File: src/rtl/flash_sector_pkg.sv
package flash_sector_pkg;

    parameter int ADDR_W        = 22;
    parameter int BOOT_W        = 12;
    parameter int MAIN_W        = 15;
    parameter int BOOT_PER_END  = 8;
    parameter int GUARD_PER_END = 4;
    parameter int BANK0_MB      = 8;
    parameter int BANK1_MB      = 24;
    parameter int BANK2_MB      = 24;

    localparam int UNIT_W      = ADDR_W - BOOT_W;
    localparam int TOTAL_UNITS = 1 << UNIT_W;
    localparam int RATIO_W     = MAIN_W - BOOT_W;
    localparam int UNITS_PER_MB = (1 << 16) >> BOOT_W;
    localparam int B0_END      = BANK0_MB * UNITS_PER_MB;
    localparam int B1_END      = B0_END + BANK1_MB * UNITS_PER_MB;
    localparam int B2_END      = B1_END + BANK2_MB * UNITS_PER_MB;
    localparam int MAIN_SECTS  = (TOTAL_UNITS - 2 * BOOT_PER_END) >> RATIO_W;
    localparam int SECT_CNT    = 2 * BOOT_PER_END + MAIN_SECTS;
    localparam int SECT_W      = $clog2(SECT_CNT);
    localparam int BANK_W      = 2;
    localparam int TOP_BOOT_U  = TOTAL_UNITS - BOOT_PER_END;
    localparam int TOP_FIRST_S = BOOT_PER_END + MAIN_SECTS;

    typedef logic [UNIT_W-1:0] unit_t;
    typedef logic [SECT_W-1:0] sect_t;
    typedef logic [BANK_W-1:0] bank_t;

    typedef struct packed {
        bank_t bank;
        sect_t sector;
        logic  boot;
    } sect_loc_t;

    function automatic bank_t unit_bank(unit_t u);
        if (u < unit_t'(B0_END))      return bank_t'(0);
        else if (u < unit_t'(B1_END)) return bank_t'(1);
        else if (u < unit_t'(B2_END)) return bank_t'(2);
        else                          return bank_t'(3);
    endfunction

    function automatic sect_t unit_sector(unit_t u);
        unit_t off;
        if (u < unit_t'(BOOT_PER_END)) begin
            return sect_t'(u);
        end else if (u >= unit_t'(TOP_BOOT_U)) begin
            off = u - unit_t'(TOP_BOOT_U);
            return sect_t'(off) + sect_t'(TOP_FIRST_S);
        end else begin
            off = (u - unit_t'(BOOT_PER_END)) >> RATIO_W;
            return sect_t'(off) + sect_t'(BOOT_PER_END);
        end
    endfunction

endpackage

File: src/rtl/sector_decode.sv
module sector_decode
    import flash_sector_pkg::*;
(
    input  logic [ADDR_W-1:0] addr_i,
    output sect_loc_t         loc_o
);
    unit_t unit;

    assign unit = addr_i[ADDR_W-1:BOOT_W];

    always_comb begin
        loc_o.bank   = unit_bank(unit);
        loc_o.sector = unit_sector(unit);
        loc_o.boot   = (unit < unit_t'(BOOT_PER_END)) || (unit >= unit_t'(TOP_BOOT_U));
    end

    logic unused_low;
    assign unused_low = ^addr_i[BOOT_W-1:0];
endmodule

File: src/rtl/lock_gate.sv
module lock_gate
    import flash_sector_pkg::*;
(
    input  sect_t               sector_i,
    input  logic                guard_n_i,
    input  logic                lock_all_n_i,
    input  logic [SECT_CNT-1:0] persist_i,
    input  logic [SECT_CNT-1:0] volatile_i,
    output logic                locked_o
);
    logic [SECT_CNT-1:0] eff_lock;
    logic                guard_on;
    logic                all_on;

    assign guard_on = ~guard_n_i;
    assign all_on   = ~lock_all_n_i;

    for (genvar i = 0; i < SECT_CNT; i++) begin : g_sect
        if ((i < GUARD_PER_END) || (i >= SECT_CNT - GUARD_PER_END)) begin : g_guarded
            assign eff_lock[i] = persist_i[i] | volatile_i[i] | all_on | guard_on;
        end else begin : g_plain
            assign eff_lock[i] = persist_i[i] | volatile_i[i] | all_on;
        end
    end

    assign locked_o = eff_lock[sector_i];
endmodule

File: src/rtl/grant_reg.sv
module grant_reg
    import flash_sector_pkg::*;
(
    input  logic  clk_i,
    input  logic  rst_i,
    input  logic  allow_i,
    input  bank_t bank_i,
    output logic  grant_o,
    output bank_t grant_bank_o
);
    always_ff @(posedge clk_i) begin
        if (rst_i) begin
            grant_o      <= 1'b0;
            grant_bank_o <= '0;
        end else begin
            grant_o <= allow_i;
            if (allow_i) grant_bank_o <= bank_i;
        end
    end

    AST_GRANT_FOLLOWS: assert property (@(posedge clk_i) disable iff (rst_i)
        allow_i |=> (grant_o && grant_bank_o == $past(bank_i)));
    AST_BANK_HOLDS: assert property (@(posedge clk_i) disable iff (rst_i)
        !allow_i |=> (!grant_o && $stable(grant_bank_o)));
endmodule

File: src/rtl/flash_sector_gate.sv
module flash_sector_gate
    import flash_sector_pkg::*;
(
    input  logic                clk_i,
    input  logic                rst_i,
    input  logic [ADDR_W-1:0]   addr_i,
    input  logic                req_i,
    input  logic                guard_n_i,
    input  logic                lock_all_n_i,
    input  logic [SECT_CNT-1:0] persist_lock_i,
    input  logic [SECT_CNT-1:0] volatile_lock_i,
    output logic [BANK_W-1:0]   bank_o,
    output logic [SECT_W-1:0]   sector_o,
    output logic                boot_o,
    output logic                locked_o,
    output logic                allow_o,
    output logic                grant_o,
    output logic [BANK_W-1:0]   grant_bank_o
);
    sect_loc_t loc;

    sector_decode u_decode (
        .addr_i (addr_i),
        .loc_o  (loc)
    );

    lock_gate u_lock (
        .sector_i     (loc.sector),
        .guard_n_i    (guard_n_i),
        .lock_all_n_i (lock_all_n_i),
        .persist_i    (persist_lock_i),
        .volatile_i   (volatile_lock_i),
        .locked_o     (locked_o)
    );

    assign bank_o   = loc.bank;
    assign sector_o = loc.sector;
    assign boot_o   = loc.boot;
    assign allow_o  = req_i & ~locked_o;

    grant_reg u_grant (
        .clk_i        (clk_i),
        .rst_i        (rst_i),
        .allow_i      (allow_o),
        .bank_i       (loc.bank),
        .grant_o      (grant_o),
        .grant_bank_o (grant_bank_o)
    );

    AST_LOW_BANK0: assert property (@(posedge clk_i) disable iff (rst_i)
        (sector_o < sect_t'(BOOT_PER_END + (B0_END - BOOT_PER_END) / 8)) |-> (bank_o == 2'd0));
    AST_BOOT_AT_ENDS: assert property (@(posedge clk_i) disable iff (rst_i)
        boot_o |-> ((sector_o < sect_t'(BOOT_PER_END)) || (sector_o >= sect_t'(TOP_FIRST_S))));
    AST_BOOT_BANKS: assert property (@(posedge clk_i) disable iff (rst_i)
        boot_o |-> ((bank_o == 2'd0) || (bank_o == 2'd3)));
    AST_GUARD_LOCKS: assert property (@(posedge clk_i) disable iff (rst_i)
        (!guard_n_i && ((sector_o < sect_t'(GUARD_PER_END)) ||
                        (sector_o >= sect_t'(SECT_CNT - GUARD_PER_END)))) |-> locked_o);
    AST_LOCK_ALL: assert property (@(posedge clk_i) disable iff (rst_i)
        !lock_all_n_i |-> !allow_o);
    AST_ALLOW_NEEDS_REQ: assert property (@(posedge clk_i) disable iff (rst_i)
        allow_o |-> (req_i && !locked_o));
endmodule

File: config.mk
export PLATFORM = sky130hd
export DESIGN_NAME = flash_sector_gate
export DESIGN_NICKNAME = d
export VERILOG_FILES = /design/src/rtl/flash_sector_pkg.sv /design/src/rtl/sector_decode.sv /design/src/rtl/lock_gate.sv /design/src/rtl/grant_reg.sv /design/src/rtl/flash_sector_gate.sv
export SDC_FILE = /design/constraint.sdc
export NUM_CORES = 1
export LEC_CHECK = 0
export ABC_AREA = 0
export BUFFER_PORTS_ARGS = -buffer_cell sky130_fd_sc_hd__buf_2
export CAP_MARGIN = 25
export CORE_AREA = 4 4 124 126
export DETAILED_ROUTE_END_ITERATION = 10
export DIE_AREA = 0 0 128 130
export GPL_ROUTABILITY_DRIVEN = 0
export PLACE_DENSITY = 0.6
export SETUP_SLACK_MARGIN = 0.02
export SLEW_MARGIN = 5
export SYNTH_ARGS = -nofsm -noshare
export SYNTH_HDL_FRONTEND = slang
export SYNTH_HIERARCHICAL = 1
export SYNTH_SLANG_ARGS = --single-unit
File: constraint.sdc
create_clock -name clk_i -period 5.9 [get_ports clk_i]
set_clock_uncertainty 0.05 [all_clocks]
set_input_delay 1.18 -clock clk_i [delete_from_list [all_inputs] [get_ports clk_i]]
set_output_delay 1.18 -clock clk_i [all_outputs]
set_load 0.05 [all_outputs]
==> impl_results.md <==
* Status: finished clean
* GRT Util Overall at between 15 and 20%
* Element type at the critical path end: output port
* Biggest fanout along the worst timing path at 26
* Adder-cell share of the synthesized area at 2.67%
* Summed instance area of the synthesized netlist at between 0.002 and 0.0025 mm^2
* Main combinational cell family by area after synthesis: simple AND/OR/NAND/NOR gates
* Count of routing violations after the opening detailed-route iteration at between 150 and 200
* Total vias in the final route at around 4.3k
* Ranking of synthesized cells by instance count: nor2_1, nor3_1, a211oi_1, a21oi_1, nand2_1
* Number of synthesized flops with an enable pin at 0
* DRT antenna net count at 0
* Detailed Route WL at ~15000 um
* Most frequent cell on the critical path: or4_4
* Die Span Y at between 100 and 150 um
* Setup slack of the worst register-to-register path at ~5.3 ns
* Post-layout instance area at between 0.004 and 0.005 mm^2
* Maximum ir drop on the vdd rail at between 0.15 and 0.2 mV
* Number of detailed-route iterations in the first pass at 4
* Cell types with the largest area share after synthesis: nor3_1, nor2_1, a211oi_1
* Relative area change from synthesis to final layout at 97.1%
* Number of nets in the final layout at 1038
* Die area at between 0.015 and 0.02 mm^2
* Transition time at the pin with the least slew margin at roughly 0.52 ns
* Cell at the root of the clock tree: clkbuf_16
* Class of the tightest hold or removal check: flop to flop
* Critical path type: input port to output port
* Final worst setup slack at ~0.20 ns
* Initial cell density of the core at roughly 16%
* Arrival time of data at the critical path endpoint at about 4.5 ns
* Hold wc startpoint: u_grant/grant_bank_o[1]
* Final core utilization at 32.2%
* Yosys warning count at 6
* Gate count after technology mapping at between 300 and 400
* Total of endpoints with negative setup slack in the final report at 0
* Simple logic cell fraction of the synthesized area at around 43%
* Post-Synth XOR/XNOR Area at 2.99%
* Most frequently used flop master after synthesis: dfxtp_1
* Max H-tree Level at 1
* DRC violations left at 0
* Worst setup path endpoint: allow_o
* Area of placed instances at approximately 0.0043 mm^2
* CTS tree: built
* Number of buffers between clock root and the deepest sink at 2
* Final HPWL DP at ~13000 um
* Library cell with the highest instance count after synthesis: nor2_1
* Cells along the critical path: buf_2 > or4_4 > or4_4 > nand2_8 > o21ai_4 > clkbuf_16 > nor3_1 > a211oi_1 > nor4_1 > o21ai_2 > o221ai_2 > nand3_1 > o211a_4 > nor2b_4 > buf_6
* Worst setup slack before clock tree synthesis at about 0.012 ns
* Largest area contributor in the synthesized netlist: nor3_1
* Worst-skew pair later-pin latency at between 0.2 and 0.25 ns
* Area of the core at around 0.014 mm^2
* Cell with the largest stage delay on the worst path: or4_4
* Number of max-cap violations at 0
* Number of global-route vias before repair at roughly 3.9k
* Footprint of the multi-input gates at 0.00221 mm^2
* Count of filler cells inserted in the layout at approximately 1.6k
* Headroom to the max-slew limit at 64.6%
* Final routed wire length divided by cell count at between 15 and 20 um
* Critical path data required time at roughly 4.7 ns
* Final worst path period share at between 90 and 100%
* Input/output buffers at ~310
* Areal power density over the cells at 120 mW/mm^2
* Delay of the slowest cell on the worst path at ~0.53 ns
* Complex-gate fraction of the synthesized area at 34.9%
* Horiz. Die Dim at between 100 and 150 um
* Diodes inserted at 0
* Std cell rows at 44
* Post-layout min period at around 5.7 ns
* Type of origin of the critical path: input port
* Number of storage elements in the synthesis netlist at 3
* Wire length of the first global-routing pass at around 20000 um
* Sequential area share after synthesis at under 10%
* Reported leakage power at around 2.2 nW
* Post-layout total power at about 550 uW
* Detailed-route vias per instance at 4.70
* Max Clk Rate at roughly 180 MHz
* Mux share of post-synthesis cell area at 3.21%
* Terminus of the critical flop-to-flop path: u_grant/grant_bank_o[1]
* Cts bufs inserted at 3
* Async set-or-reset flop fraction in the synthesized netlist at 0%
* Syn nets at just over 700
* Worst slack on hold paths at between 0.4 and 0.5 ns
* FF+latch area at 60.1 um^2
* Number of hold-slack violations in the final timing report at 0
* Average cell area after synthesis at between 6 and 7 um^2
* Total I/O pin count at roughly 330
* Number of distinct library cell variants in the gate-level netlist after synthesis at 55
* Antenna violations before repair at 1
* CTS Hold Buffers Added at 0
* Clock Pin Slew Worst Setup and Hold Paths at 0.03 ns
* Number of clock sinks seen by CTS at 3
* Layout cells sized above 1 at a little over half
* Area fraction of the dominant cell type after synthesis at 15.2%
* Overflow after GRT at 0
* Unrepaired setup endpoints after global routing: yes
* Final Max Tran Viols at 0
* Cells on worst reg2reg path at 2
* Startpoint of the worst setup timing path: addr_i[15]
* RR Startpoint: u_grant/grant_bank_o[1]
* Maximum number of pins on one net before global-route repair at 53
[worst max-delay path, delay by kind of cell]
family | cells | cell delay, ns
buffers and inverters | 3 | 0.50
AOI/OAI and AO/OA | 5 | 0.83
and+or+nand+nor | 7 | 1.95
[metrics by stage]
step | setup TNS, ns | std cells
after floorplan | -0.0643 | 390
after global placement | 0 | 893
after detailed placement | 0 | 893
after global routing | -0.00242 | 905
after CTS | 0 | 897
final | 0 | 905
[worst min-delay path by stage]
stage,slack [ns],to,cells after the start
floorplan,0.68,u_grant/grant_bank_o[0],2
global placement,0.42,u_grant/grant_bank_o[1],2
detailed placement,0.44,u_grant/grant_bank_o[1],2
CTS,0.45,u_grant/grant_bank_o[1],2
global route,0.49,u_grant/grant_bank_o[1],2
finish,0.45,u_grant/grant_bank_o[1],2
[power breakdown]
group	total, mW	leakage [nW]	internal [mW]	switching (mW)
clock	0.108	0.0382	0.0892	0.0183
combinational	0.423	2.16	0.194	0.229
sequential	0.0227	0.0244	0.0220	0.000651
[routing by layer]
layer	vias up	share of wire, %	global-route usage (%)
met5	-	0.086	0
met4	2	0.39	0.999
met3	8	8.5	1.72
met2	202	50	27.6
met1	1901	41	19.9
li1	2145	-	-
[registers in the layout, summed over array words and instances (netlist names)]
| name | count |
|---|---|
| u_grant/grant_bank_o | 2 |
| u_grant/grant_o | 1 |
[layout by cell type (no fill, tap or decap), drive strengths merged, types with 4 or more instances in the layout]
| cell type | instances |
|---|---|
| a2111oi | 5 |
| a211oi | 40 |
| a21oi | 37 |
| a31oi | 4 |
| buf | 356 |
| clkbuf | 6 |
| ha | 5 |
| inv | 9 |
| nand2 | 18 |
| nand2b | 5 |
| nand3 | 8 |
| nor2 | 81 |
| nor3 | 72 |
| nor4 | 8 |
| nor4b | 4 |
| o21ai | 13 |
| xnor2 | 4 |
| xor2 | 4 |
[cell families (layout without fill, tap and decap cells)]
group	count (synthesis)	count (layout)
adders and majority gates	5	5
DFF	3	3
xor gates and xnor gates	8	8
and+or+nand+nor	208	208
buffers and inverters	41	371
AOI/OAI and AO/OA	120	121
muxes	5	5
[final cells by class]
class	count	area share [%]
Multi-Input combinational cell	347	47.8
Timing Repair Buffer	358	43.4
Tap cell	184	4.99
Clock buffer	4	1.71
Sequential cell	3	1.30
Inverter	9	0.732
[repair_timing]
item | 4_1_cts | 5_1_grt
resized for setup | 3 | 27
pin swaps | 0 | 5
buffers inserted | 0 | 4
setup endpoints to repair | 2 | 2
cloned | 0 | 4
Note: power is estimated with default switching activity, not from simulation.
